File: src/rtl/ovl_pkg.sv
package ovl_pkg;

    localparam int ADDR_W_DEF = 18;
    localparam int BLK_LO_DEF = 13;
    localparam int BLK_HI_DEF = 17;
    localparam int STAT_W_DEF = 8;

    // status word layout
    localparam int STAT_ST_BIT = 0;
    localparam int STAT_EN_BIT = 1;

    typedef struct packed {
        logic in_range;
        logic pin_rise;
        logic por_exit;
        logic cmd_tgl;
        logic pin_up;
    } ovl_trig_t;

    typedef struct packed {
        logic en;
        logic st;
    } ovl_flags_t;

    typedef enum logic [1:0] {
        ACT_HOLD  = 2'd0,
        ACT_CLEAR = 2'd1,
        ACT_SET   = 2'd2,
        ACT_FLIP  = 2'd3
    } ovl_act_t;

    // Priority: supply out of range, then set events, then command toggle.
    function automatic ovl_act_t ovl_decide(input ovl_trig_t t);
        ovl_act_t a;
        if (!t.in_range)
            a = ACT_CLEAR;
        else if (t.pin_rise || t.por_exit)
            a = ACT_SET;
        else if (t.cmd_tgl && t.pin_up)
            a = ACT_FLIP;
        else
            a = ACT_HOLD;
        return a;
    endfunction

    function automatic logic ovl_apply(input ovl_act_t a, input logic cur);
        logic n;
        case (a)
            ACT_CLEAR: n = 1'b0;
            ACT_SET:   n = 1'b1;
            ACT_FLIP:  n = ~cur;
            default:   n = cur;
        endcase
        return n;
    endfunction

    function automatic logic in_blk_field(input int idx, input int lo, input int hi);
        return (idx >= lo) && (idx <= hi);
    endfunction

endpackage

File: src/rtl/ovl_supply_track.sv
module ovl_supply_track (
    input  logic clk,
    input  logic rst,
    input  logic supply_ok,
    output logic st_q
);
    always_ff @(posedge clk) begin
        if (rst)
            st_q <= 1'b0;
        else
            st_q <= supply_ok;
    end
endmodule

File: src/rtl/ovl_pin_edge.sv
module ovl_pin_edge (
    input  logic clk,
    input  logic rst,
    input  logic pin_n,
    output logic rise
);
    logic prev_q;

    always_ff @(posedge clk) begin
        if (rst)
            prev_q <= 1'b1;
        else
            prev_q <= pin_n;
    end

    assign rise = pin_n & ~prev_q;
endmodule

File: src/rtl/ovl_enable_ctl.sv
module ovl_enable_ctl
    import ovl_pkg::*;
(
    input  logic      clk,
    input  logic      rst,
    input  ovl_trig_t trig,
    output logic      en_q
);
    ovl_act_t act;

    always_comb act = ovl_decide(trig);

    always_ff @(posedge clk) begin
        if (rst)
            en_q <= 1'b0;
        else
            en_q <= ovl_apply(act, en_q);
    end
endmodule

File: src/rtl/ovl_addr_mask.sv
module ovl_addr_mask
    import ovl_pkg::*;
#(
    parameter int ADDR_W = ADDR_W_DEF,
    parameter int BLK_LO = BLK_LO_DEF,
    parameter int BLK_HI = BLK_HI_DEF
) (
    input  logic              sel,
    input  logic [ADDR_W-1:0] addr_in,
    output logic [ADDR_W-1:0] addr_out
);
    for (genvar i = 0; i < ADDR_W; i++) begin : g_bit
        if (in_blk_field(i, BLK_LO, BLK_HI)) begin : g_blk
            assign addr_out[i] = addr_in[i] & ~sel;
        end else begin : g_pass
            assign addr_out[i] = addr_in[i];
        end
    end
endmodule

File: src/rtl/ovl_gate.sv
module ovl_gate
    import ovl_pkg::*;
#(
    parameter int ADDR_W = ADDR_W_DEF,
    parameter int BLK_LO = BLK_LO_DEF,
    parameter int BLK_HI = BLK_HI_DEF,
    parameter int STAT_W = STAT_W_DEF
) (
    input  logic              clk,
    input  logic              rst,
    input  logic              supply_ok,
    input  logic              rstpd_n,
    input  logic              por_done,
    input  logic              tgl_cmd,
    input  logic [ADDR_W-1:0] rd_addr,
    output logic              ovl_sel,
    output logic [ADDR_W-1:0] arr_addr,
    output logic [STAT_W-1:0] stat_bits
);
    ovl_flags_t flags;
    ovl_trig_t  trig;
    logic       pin_rise;

    ovl_supply_track u_st (
        .clk       (clk),
        .rst       (rst),
        .supply_ok (supply_ok),
        .st_q      (flags.st)
    );

    ovl_pin_edge u_pin (
        .clk   (clk),
        .rst   (rst),
        .pin_n (rstpd_n),
        .rise  (pin_rise)
    );

    always_comb begin
        trig.in_range = supply_ok;
        trig.pin_rise = pin_rise;
        trig.por_exit = por_done;
        trig.cmd_tgl  = tgl_cmd;
        trig.pin_up   = rstpd_n;
    end

    ovl_enable_ctl u_en (
        .clk  (clk),
        .rst  (rst),
        .trig (trig),
        .en_q (flags.en)
    );

    assign ovl_sel = flags.en & flags.st;

    ovl_addr_mask #(
        .ADDR_W (ADDR_W),
        .BLK_LO (BLK_LO),
        .BLK_HI (BLK_HI)
    ) u_mask (
        .sel      (ovl_sel),
        .addr_in  (rd_addr),
        .addr_out (arr_addr)
    );

    always_comb begin
        stat_bits              = '0;
        stat_bits[STAT_ST_BIT] = flags.st;
        stat_bits[STAT_EN_BIT] = flags.en;
    end
endmodule

File: config.mk
export PLATFORM = sky130hd
export DESIGN_NAME = ovl_gate
export DESIGN_NICKNAME = d
export VERILOG_FILES = /design/src/rtl/ovl_pkg.sv /design/src/rtl/ovl_supply_track.sv /design/src/rtl/ovl_pin_edge.sv /design/src/rtl/ovl_enable_ctl.sv /design/src/rtl/ovl_addr_mask.sv /design/src/rtl/ovl_gate.sv
export SDC_FILE = /design/constraint.sdc
export NUM_CORES = 1
export LEC_CHECK = 0
export BUFFER_PORTS_ARGS = -buffer_cell sky130_fd_sc_hd__buf_2
export CORE_AREA = 2 2 39 41
export CTS_CLUSTER_SIZE = 16
export DETAILED_ROUTE_END_ITERATION = 10
export DIE_AREA = 0 0 41 43
export PLACE_DENSITY = 0.69
export SLEW_MARGIN = 0
export SYNTH_ARGS = -nofsm -noshare
export SYNTH_HDL_FRONTEND = slang
export SYNTH_SLANG_ARGS = --single-unit
File: constraint.sdc
create_clock -name clk -period 1.4 [get_ports clk]
set_input_delay 0.21 -clock clk [delete_from_list [all_inputs] [get_ports clk]]
set_output_delay 0.21 -clock clk [all_outputs]
set_load 0.005 [all_outputs]
# Word level (Yosys, flattened, before mapping)
# Cells that the tools add are included.
# op_classes
n_eq_ne	3
n_mux	4
bitwise_logic	10
reduce_logical	3
# ops
cell	count
$and A1 B1 Y1	7
$mux W2	3
$eq A2 B2 Y1 const B	2
$not A1 Y1	3
$pmux W1 S3	1
$reduce_bool A3 Y1	1
$eq A2 B1 Y1 const B	1
$logic_and A1 B1 Y1	1
$logic_or A1 B1 Y1	1
# totals
register_bits	3
inputBits	24
out_inout_bits	27
wordCells	23

# Depth between registers and ports, before layout
# Gate-level depths: netlist of run 1.
# depth
word_depth	7
ltp_mapped	3
mapped_depth_nobuf	3

# By module
# From an unflattened synthesis of run 1, not the netlist that was laid out.
# unflattened
hier_cells	37
hier_area_um2	310.3
# by_module_without_submodules
mod	n_inst	cells_per_inst	area_each_um2	seq_area_each_um2
ovl_addr_mask	1	18	128.9	0.0
ovl_enable_ctl	1	6	60.1	20.0
ovl_gate	1	8	55.1	0.0
ovl_supply_track	1	2	33.8	20.0
ovl_pin_edge	1	3	32.5	20.0

# Worst setup path before layout of run 1
# Ideal clock, no wire load.
# synth_timing
path_kind	reg-to-output
from	reg u_en.en_q
to	out arr_addr[13]
arrival_time_ns	0.626
required_ns	1.190
path_slack_ns	0.564
stages_incl_launch_ff	3
path_buffers	0
cell_sequence	dfxtp_1 nand2_1 and2_1
# synth_via
elab_chain_cells	3
# synth_rtl
item	line_no	text
start, declared	ovl_enable_ctl.sv:7	output logic en_q
start signal, assigned	ovl_enable_ctl.sv:17	en_q <= ovl_apply(act, en_q);
$and A1 B1 Y1	ovl_gate.sv:53	assign ovl_sel = flags.en & flags.st;
$not A1 Y1	ovl_addr_mask.sv:14	assign addr_out[i] = addr_in[i] & ~sel;
$and A1 B1 Y1	ovl_addr_mask.sv:14	
end, declared	ovl_gate.sv:17	output logic [ADDR_W-1:0] arr_addr,
# Every way passes these cells.

# Final worst setup path of run 1
# Ends and elaborated chain as after synthesis.

==> results.cfg, run 1 <==
[status]
status = finished, final reports clean

[floorplanning]
start_util_pct = 23.2
num_rows = 14
dieArea_mm2 = 0.00176
io-pin-count = 51
die_h_um = 43
fp.dieW_um = 41
coreArea_mm2 = 0.00138

[critical_path]
timing.rr.start = u_pin.prev_q
critPathLaunchType = flip-flop
worst_r2r_endpoint = u_en.en_q
cp_cell_sequence = nand2_1 -> and2_1 -> buf_2
crit_arrival_ns = 1.04
r2r_slack_ns = 0.57
cp_num_cells = 3
slowest_delay_ns = 0.38
crit_buf_inv = 1
path_max_fanout = 6
slowest_stage = dfxtp_1
critPathTopFamily = flip-flops
crit_required_ns = 1.19
path_class = flip-flop to output pin
reg2regPathDepth = 3
end_kind = output pin

[routing]
routedWlPerCell_um = 7.87
dr_total_vias = 223
drc_errors = 0
vias_per_cell = 3.66
postRouteWirelength_um = 480
ant_nets = 0
first_iter_violations = 0
dr.pass1.iters = 1

[power]
cellLeakagePower_nw = 0.180
powerDensity_mw_per_mm2 = 929
p_sw_mw = 0.0695
p_seq_share_pct = 32.0
swShare_pct = 23.4
power.total_mw = 0.297
intPower_mw = 0.227
pwr-share-clk_pct = 51.2
comb_power_share_pct = 16.8
vdd_drop_max_mv = 0.356

[finish]
nFillCells = 161
area_growth_pct = -0.778
drive_gt1_share_pct = 55.6
diodes = 0
fin_nets = 70

[worst_hold_path]
hp-class = primary input to flip-flop
hold_depth = 2
min_to = u_st.st_q
hp-start = rst

[cts]
worstSkewPairLatency_ns = 0.23
cts.reportedPaths.clkPinSlew_ns = 0.04
cts_max_path_buffers = 2
ctsRootBufferMaster = clkbuf_4
ctsHoldBuffers = 0
ctsResizeCount = 0
numCtsBuffers = 3
cts_setup_buffers = 0
cts_tree = built
cts_max_level = 1
cts.sinks = 3

[logic_synthesis]
ys_types = 13
ys_seq_area_share_pct = 18.7
avgSynthCellArea_um2 = 8.25
syn-instance-count = 39
yosysMostFrequentCell = buf_4
synth_edf_count = 0
synth_top_area_share_pct = 49.0
ys_ff_latch = 3
synthArstFlopShare_pct = 0
ys_warn_count = 0
synth_ff_type = dfxtp_1
ys_top_cells_by_area = buf_4, dfxtp_1, and2_1
yosys.area.top_type = buf_4
syn-cell-area_um2 = 322
netlist_top_cells_count = buf_4, and2_1, dfxtp_1

[grt]
grt_max_degree = 7
grt_util_met1_pct = 5.43
grt_util_met2_pct = 8.75
grt_usage_pct = 7.11
overflow = 0
grt_pass1_vias = 198
grt_pass1_wl_um = 765
antenna_found_initial = 0
grt_use_met3_pct = 7.85
top_usage_layer = met2

[timing]
post-route-min-period_ns = 1.25
maxSlewViolCount = 0
fin_setup_tns_ns = 0
max_freq_mhz = 801
finalSetupViolCount = 0
hold_viol = 0
skew_ns = 0.0000232
whs_ns = 0.158
rsz0062_at_grt = false
finalCritPeriodShare_pct = 89.1

[placed_design]
io_buffers = 18
dp_hpwl_um = 389
place.gp.congestion = 0.573

[flow_run]
cap_violations = 0
[registers in the layout (all words and copies together), names as in the netlist]
register,cells
u_en.en_q,1
u_st.st_q,1
u_pin.prev_q,1
[final cells by class]
class | count | area (um2) | share of cell area (%)
Clock buffer | 4 | 26.3 | 8.24
Timing Repair Buffer | 18 | 90.1 | 28.2
Inverter | 1 | 3.75 | 1.18
Multi-Input combinational cell | 19 | 119 | 37.3
Sequential cell | 3 | 60.1 | 18.8
Tap cell | 16 | 20.0 | 6.27
[how the worst max path moves through the flow]
stage / start / endpoint / slack [ns]
3_5_place_dp: u_en.en_q / arr_addr[17] / 0.39
4_1_cts: u_en.en_q / arr_addr[17] / 0.13
2_1_floorplan: u_en.en_q / arr_addr[13] / 0.56
3_3_place_gp: u_en.en_q / arr_addr[13] / 0.42
5_1_grt: u_en.en_q / arr_addr[15] / 0.05
6_report: u_en.en_q / arr_addr[13] / 0.15
[cells in the final DEF (no fill, tap or decap)]
master,count
buf_2,18
and2_1,5
nand4_1,1
a211oi_2,1
inv_1,1
clkbuf_4,3
clkbuf_1,1
nor2b_1,1
nand2b_4,1
dfxtp_1,3
nand2_1,1
nor2_1,1
nor3b_2,1
conb_1,6
or2_2,1
[routing by layer]
layer	vias up	wire, um
li1	106	-
met1	93	165
met2	22	200
met3	2	107
met4	0	6
met5	-	0
[through the flow]
| step | std cells | area, um2 | worst slack (ns) | util (%) |
|---|---|---|---|---|
| finish | 61 | 319 | 0.152 | 23.1 |
| CTS | 61 | 319 | 0.129 | 23.1 |
| floorplan | 44 | 340 | 0.564 | - |
| global route | 61 | 319 | 0.0519 | 23.1 |
| detailed placement | 57 | 293 | 0.395 | 21.2 |
| global placement | 57 | 293 | 0.425 | 21.2 |
[power groups by stage]
stage | clock [mW] | sequential, mW | combinational [mW]
after floorplan | 0 | 0.0956 | 0.0692
after global placement | 0 | 0.0958 | 0.0500
after detailed placement | 0 | 0.0963 | 0.0502
after CTS | 0.165 | 0.0951 | 0.0504
after global routing | 0.175 | 0.0957 | 0.0588
final | 0.152 | 0.0950 | 0.0499
[kinds of logic after synthesis]
family | share of synthesized area (%)
AOI/OAI and AO/OA | 3.89
buffers and inverters | 50.2
DFF | 18.7
other | 1.17
and+or+nand+nor | 26.1
Note: power is estimated with default switching activity, not from simulation.
==> run 2: changes to the inputs <==
--- a/config.mk
+++ b/config.mk
@@ -13,2 +13,3 @@
 export PLACE_DENSITY = 0.69
+export REMOVE_ABC_BUFFERS = 1
 export SLEW_MARGIN = 0
==> constraint.sdc (replaced) <==
create_clock -name clk -period 1.4 [get_ports clk]
set_input_delay 0.07 -clock clk [delete_from_list [all_inputs] [get_ports clk]]
set_output_delay 0.07 -clock clk [all_outputs]
set_load 0.005 [all_outputs]
==> run 2 against run 1 <==
  * Count of clock-buffer cells in the layout did not move
  * Die area did not move
  * Power fell by 0.32%
  * Sequential power barely moved
  * Clock power barely moved
  * Sequential share of layout area did not move
  * Design area did not move
  * Register-to-register slack barely moved
  * Flip-flop and latch count did not move
  * Largest power group unchanged
==> results.cfg, run 2 (same netlist as run 1, synthesis figures left out) <==
[power]
cellLeakagePower_nw = 0.180
vdd_drop_max_mv = 0.327
powerDensity_mw_per_mm2 = 926

[finish]
fin_nets = 70
nFillCells = 166
area_growth_pct = -0.778
final_cell_mix = buf_2, conb_1, and2_1
regArea_um2 = 60.1
layout_commonest_cell = buf_2
multi_input_area_um2 = 119
top_regs = u_en.en_q (1), u_pin.prev_q (1), u_st.st_q (1)
stdcell_count = 61
drive_gt1_share_pct = 55.6
diodes = 0

[floorplanning]
io-pin-count = 51
start_util_pct = 23.2
dieArea_mm2 = 0.00176
die_h_um = 43
num_rows = 14
fp.dieW_um = 41
coreArea_mm2 = 0.00138

[critical_path]
path_class = flip-flop to output pin
crit_buf_inv = 1
critPathLaunchType = flip-flop
slowest_stage = dfxtp_1
end_kind = output pin
crit_required_ns = 1.33
slowest_delay_ns = 0.37
crit_arrival_ns = 1.02
cp_cell_sequence = nand2_1 -> and2_1 -> buf_2
critPathTopFamily = flip-flops
path_max_fanout = 6

[timing]
skew_ns = 0.000329
finalSetupViolCount = 0
fin_setup_tns_ns = 0
post-route-min-period_ns = 1.09
maxSlewViolCount = 0
hold_viol = 0
finalCritPeriodShare_pct = 78.0
max_freq_mhz = 916
rsz0062_at_grt = false

[cts]
cts_max_path_buffers = 2
cts_setup_buffers = 0
cts.sinks = 3
cts_max_level = 1
ctsHoldBuffers = 0
numCtsBuffers = 3
ctsRootBufferMaster = clkbuf_4
ctsResizeCount = 0
cts.reportedPaths.clkPinSlew_ns = 0.04
cts_tree = built
worstSkewPairLatency_ns = 0.23

[grt]
grt_usage_pct = 8.53
overflow = 0
grt_max_degree = 7
grt_pass1_vias = 211
grt_pass1_wl_um = 938
antenna_found_initial = 0

[placed_design]
dp_hpwl_um = 560
place.gp.congestion = 0.594
io_buffers = 18
placed_cells = 57

[routing]
postRouteWirelength_um = 692
routedWlPerCell_um = 11.3
dr.pass1.iters = 2
vias_per_cell = 3.61
drc_errors = 0
first_iter_violations = 2
ant_nets = 0
dr_total_vias = 220

[flow_run]
cap_violations = 0

[worst_hold_path]
hp-class = primary input to flip-flop

[status]
status = finished, final reports clean
run 2: cell counts in the layout (fill, tap and decap cells not counted):
Identical to the previous run, type by type.
run 2: layout make-up:
type	count	share of cell area, %
sequential	3	18.8
clock buffer	4	8.24
multi-input combinational	19	37.3
inverter	1	1.18
tap	16	6.27
timing repair buffer	18	28.2
run 2: worst register-to-register path, delay by kind of cell (launching register included):
family / cells / cell delay, ns
flops: 1 / 0.37
compound gates: 1 / 0.23
simple gates: 2 / 0.12
run 2: final timing paths:
check | startpoint | to | slack (ns) | cells after the start
hold / removal | rst | u_st.st_q | 0.02 | 2
setup reg to reg | u_pin.prev_q | u_en.en_q | 0.57 | 3
hold reg to reg | u_en.en_q | u_en.en_q | 0.60 | 2
setup / recovery | u_en.en_q | arr_addr[15] | 0.31 | 3
run 2: stage by stage:
step           area (um2)  setup WS [ns]  total power [mW]  util [%]  hold WS [ns]
2_1_floorplan         183          0.603             0.118         -         0.140
3_3_place_gp          293          0.572             0.146      21.2         0.140
3_5_place_dp          293          0.543             0.146      21.2         0.140
4_1_cts               319          0.287             0.306      23.1       0.00520
5_1_grt               319          0.241             0.324      23.1        0.0232
6_report              319          0.308             0.296      23.1        0.0150
run 2: where the power goes:
group	switching (mW)	internal, mW
logic	0.0204	0.0294
registers	0.00422	0.0908
clock network	0.0439	0.107
run 2: metal layers:
layer | share of wire, % | track usage [%] | vias up | wire length (um)
met5 | 0 | 12.5 | - | 0
met4 | 0 | 6.00 | 0 | 0
met3 | 22 | 13.1 | 0 | 149
met2 | 51 | 9.69 | 27 | 352
met1 | 27 | 5.45 | 89 | 189
li1 | - | - | 104 | -
==> run 3: changes to the inputs <==
Settings changed: CORE_AREA 2 2 39 41 to default, CORE_MARGIN from default to 2, CORE_UTILIZATION from default to 24, DIE_AREA 0 0 41 43 to default, PLACE_DENSITY 0.69 to 0.71.
Clock period 1.4 ns to 0.95 ns, I/O delays scaled along.
==> run 3 against run 2 <==
  * First-iteration DRC count decreased by 100%
  * Non-clock buffer count grew 2
  * Count of clock-buffer cells in the layout is the same
  * Worst setup slack got worse by 0.29 ns
  * Cell count is 1.6% higher
  * Design area grew 22%
  * Clock power rose by 46%
  * Power rose by 61%
  * Largest power group unchanged
  * Via count up 8.2%
  * Critical path type unchanged
  * Clock skew rose by 0.0022 ns
==> results.cfg, run 3 (same netlist as run 1, synthesis figures left out) <==
[grt]
grt_usage_pct = 9.75
antenna_found_initial = 0
grt_pass1_vias = 225
grt_max_degree = 7
grt_pass1_wl_um = 959
overflow = 0

[cts]
cts_tree = built
cts_max_level = 1
worstSkewPairLatency_ns = 0.23
cts.reportedPaths.clkPinSlew_ns = 0.04
cts_max_path_buffers = 2
cts.sinks = 3
numCtsBuffers = 3
ctsRootBufferMaster = clkbuf_4

[timing]
post-route-min-period_ns = 0.931
max_freq_mhz = 1070
skew_ns = 0.00258
finalCritPeriodShare_pct = 98.0
finalSetupViolCount = 0
hold_viol = 0
rsz0062_at_grt = true
maxSlewViolCount = 0

[critical_path]
path_max_fanout = 6
end_kind = output pin
crit_arrival_ns = 0.88
crit_buf_inv = 1
slowest_delay_ns = 0.34
cp_cell_sequence = nand2_4 -> and2_4 -> buf_6
critPathTopFamily = flip-flops
crit_required_ns = 0.90
critPathLaunchType = flip-flop
slowest_stage = dfxtp_2
path_class = flip-flop to output pin

[finish]
layout_commonest_cell = buf_2
top_regs = u_en.en_q (1), u_pin.prev_q (1), u_st.st_q (1)
fin_nets = 72
finish.utilization_pct = 30.7
final_cell_mix = buf_2, conb_1, and2_4, buf_6, clkbuf_4
stdcell_count = 62
area_growth_pct = 21.0
fin_area_um2 = 389
diodes = 0
nFillCells = 143
drive_gt1_share_pct = 72.3

[floorplanning]
fp.dieW_um = 40.6
coreArea_mm2 = 0.00127
dieArea_mm2 = 0.00165
num_rows = 13
io-pin-count = 51
die_h_um = 40.6
start_util_pct = 25.3

[worst_hold_path]
hp-class = primary input to flip-flop

[routing]
dr_total_vias = 238
drc_errors = 0
dr.pass1.iters = 1
routedWlPerCell_um = 12.0
vias_per_cell = 3.84
ant_nets = 0
postRouteWirelength_um = 746
first_iter_violations = 0

[placed_design]
post_dp_cell_area_um2 = 292
io_buffers = 18
place.gp.congestion = 0.630
placed_cells = 56

[power]
cellLeakagePower_nw = 0.222
vdd_drop_max_mv = 0.704
powerDensity_mw_per_mm2 = 1220

[status]
status = finished, final reports clean

[flow_run]
cap_violations = 0
-- run 3: cell count changes in the layout (fill, tap and decap cells not counted), moves of 2 or more --
cell     delta
and2_1      -5
dfxtp_1     -2
dfxtp_2     +2
and2_4      +5
buf_2       -5
buf_6       +5
-- run 3: routing by layer --
layer  part of all wire, %  routed length (um)  global-route usage [%]  up-vias
li1                      -                   -                       -      109
met1                    31                 228                    7.52       98
met2                    47                 350                    11.9       31
met3                    22                 167                    16.7        0
met4                     0                   0                       0        0
met5                     0                   0                    12.5        -
-- run 3: cell type report --
cell class,count,area [um2],share of cell area [%]
well taps,15,18.8,4.82
multi-input cells,19,139,35.7
repair buffers,20,139,35.7
clock buffers,4,26.3,6.75
flip-flops and latches,3,62.6,16.1
inverters,1,3.75,0.965
-- run 3: stage by stage --
step / power, mW / hold slack, ns / setup TNS (ns) / setup WS, ns
after global routing: 0.511 / 0.0579 / -0.0514 / -0.0120
after global placement: 0.216 / 0.0950 / 0 / 0.126
after floorplan: 0.174 / 0.0950 / 0 / 0.153
final: 0.474 / 0.0719 / 0 / 0.0190
after detailed placement: 0.217 / 0.0950 / 0 / 0.107
after CTS: 0.454 / 0.0596 / -0.00661 / -0.00262
-- run 3: worst paths after layout --
| check | endpoint | from | slack, ns | depth (start not counted) |
|---|---|---|---|---|
| max reg2reg | u_en.en_q | u_pin.prev_q | 0.10 | 3 |
| max | arr_addr[14] | u_en.en_q | 0.02 | 3 |
| min reg2reg | u_en.en_q | u_pin.prev_q | 0.65 | 3 |
| min | u_pin.prev_q | rstpd_n | 0.07 | 2 |
-- run 3: report_power, final --
group | switching (mW) | total, mW | internal [mW]
sequential | 0.00717 | 0.142 | 0.135
clock | 0.0625 | 0.220 | 0.157
combinational | 0.0383 | 0.113 | 0.0744
-- run 3: what timing repair did --
item | CTS | global route
setup endpoints to repair | 5 | 5
pin swaps | 0 | 6
hold buffers | 1 | 0
endpoints found under the hold margin | 1 | 0
buffers inserted | 1 | 0
gates resized for setup | 3 | 11
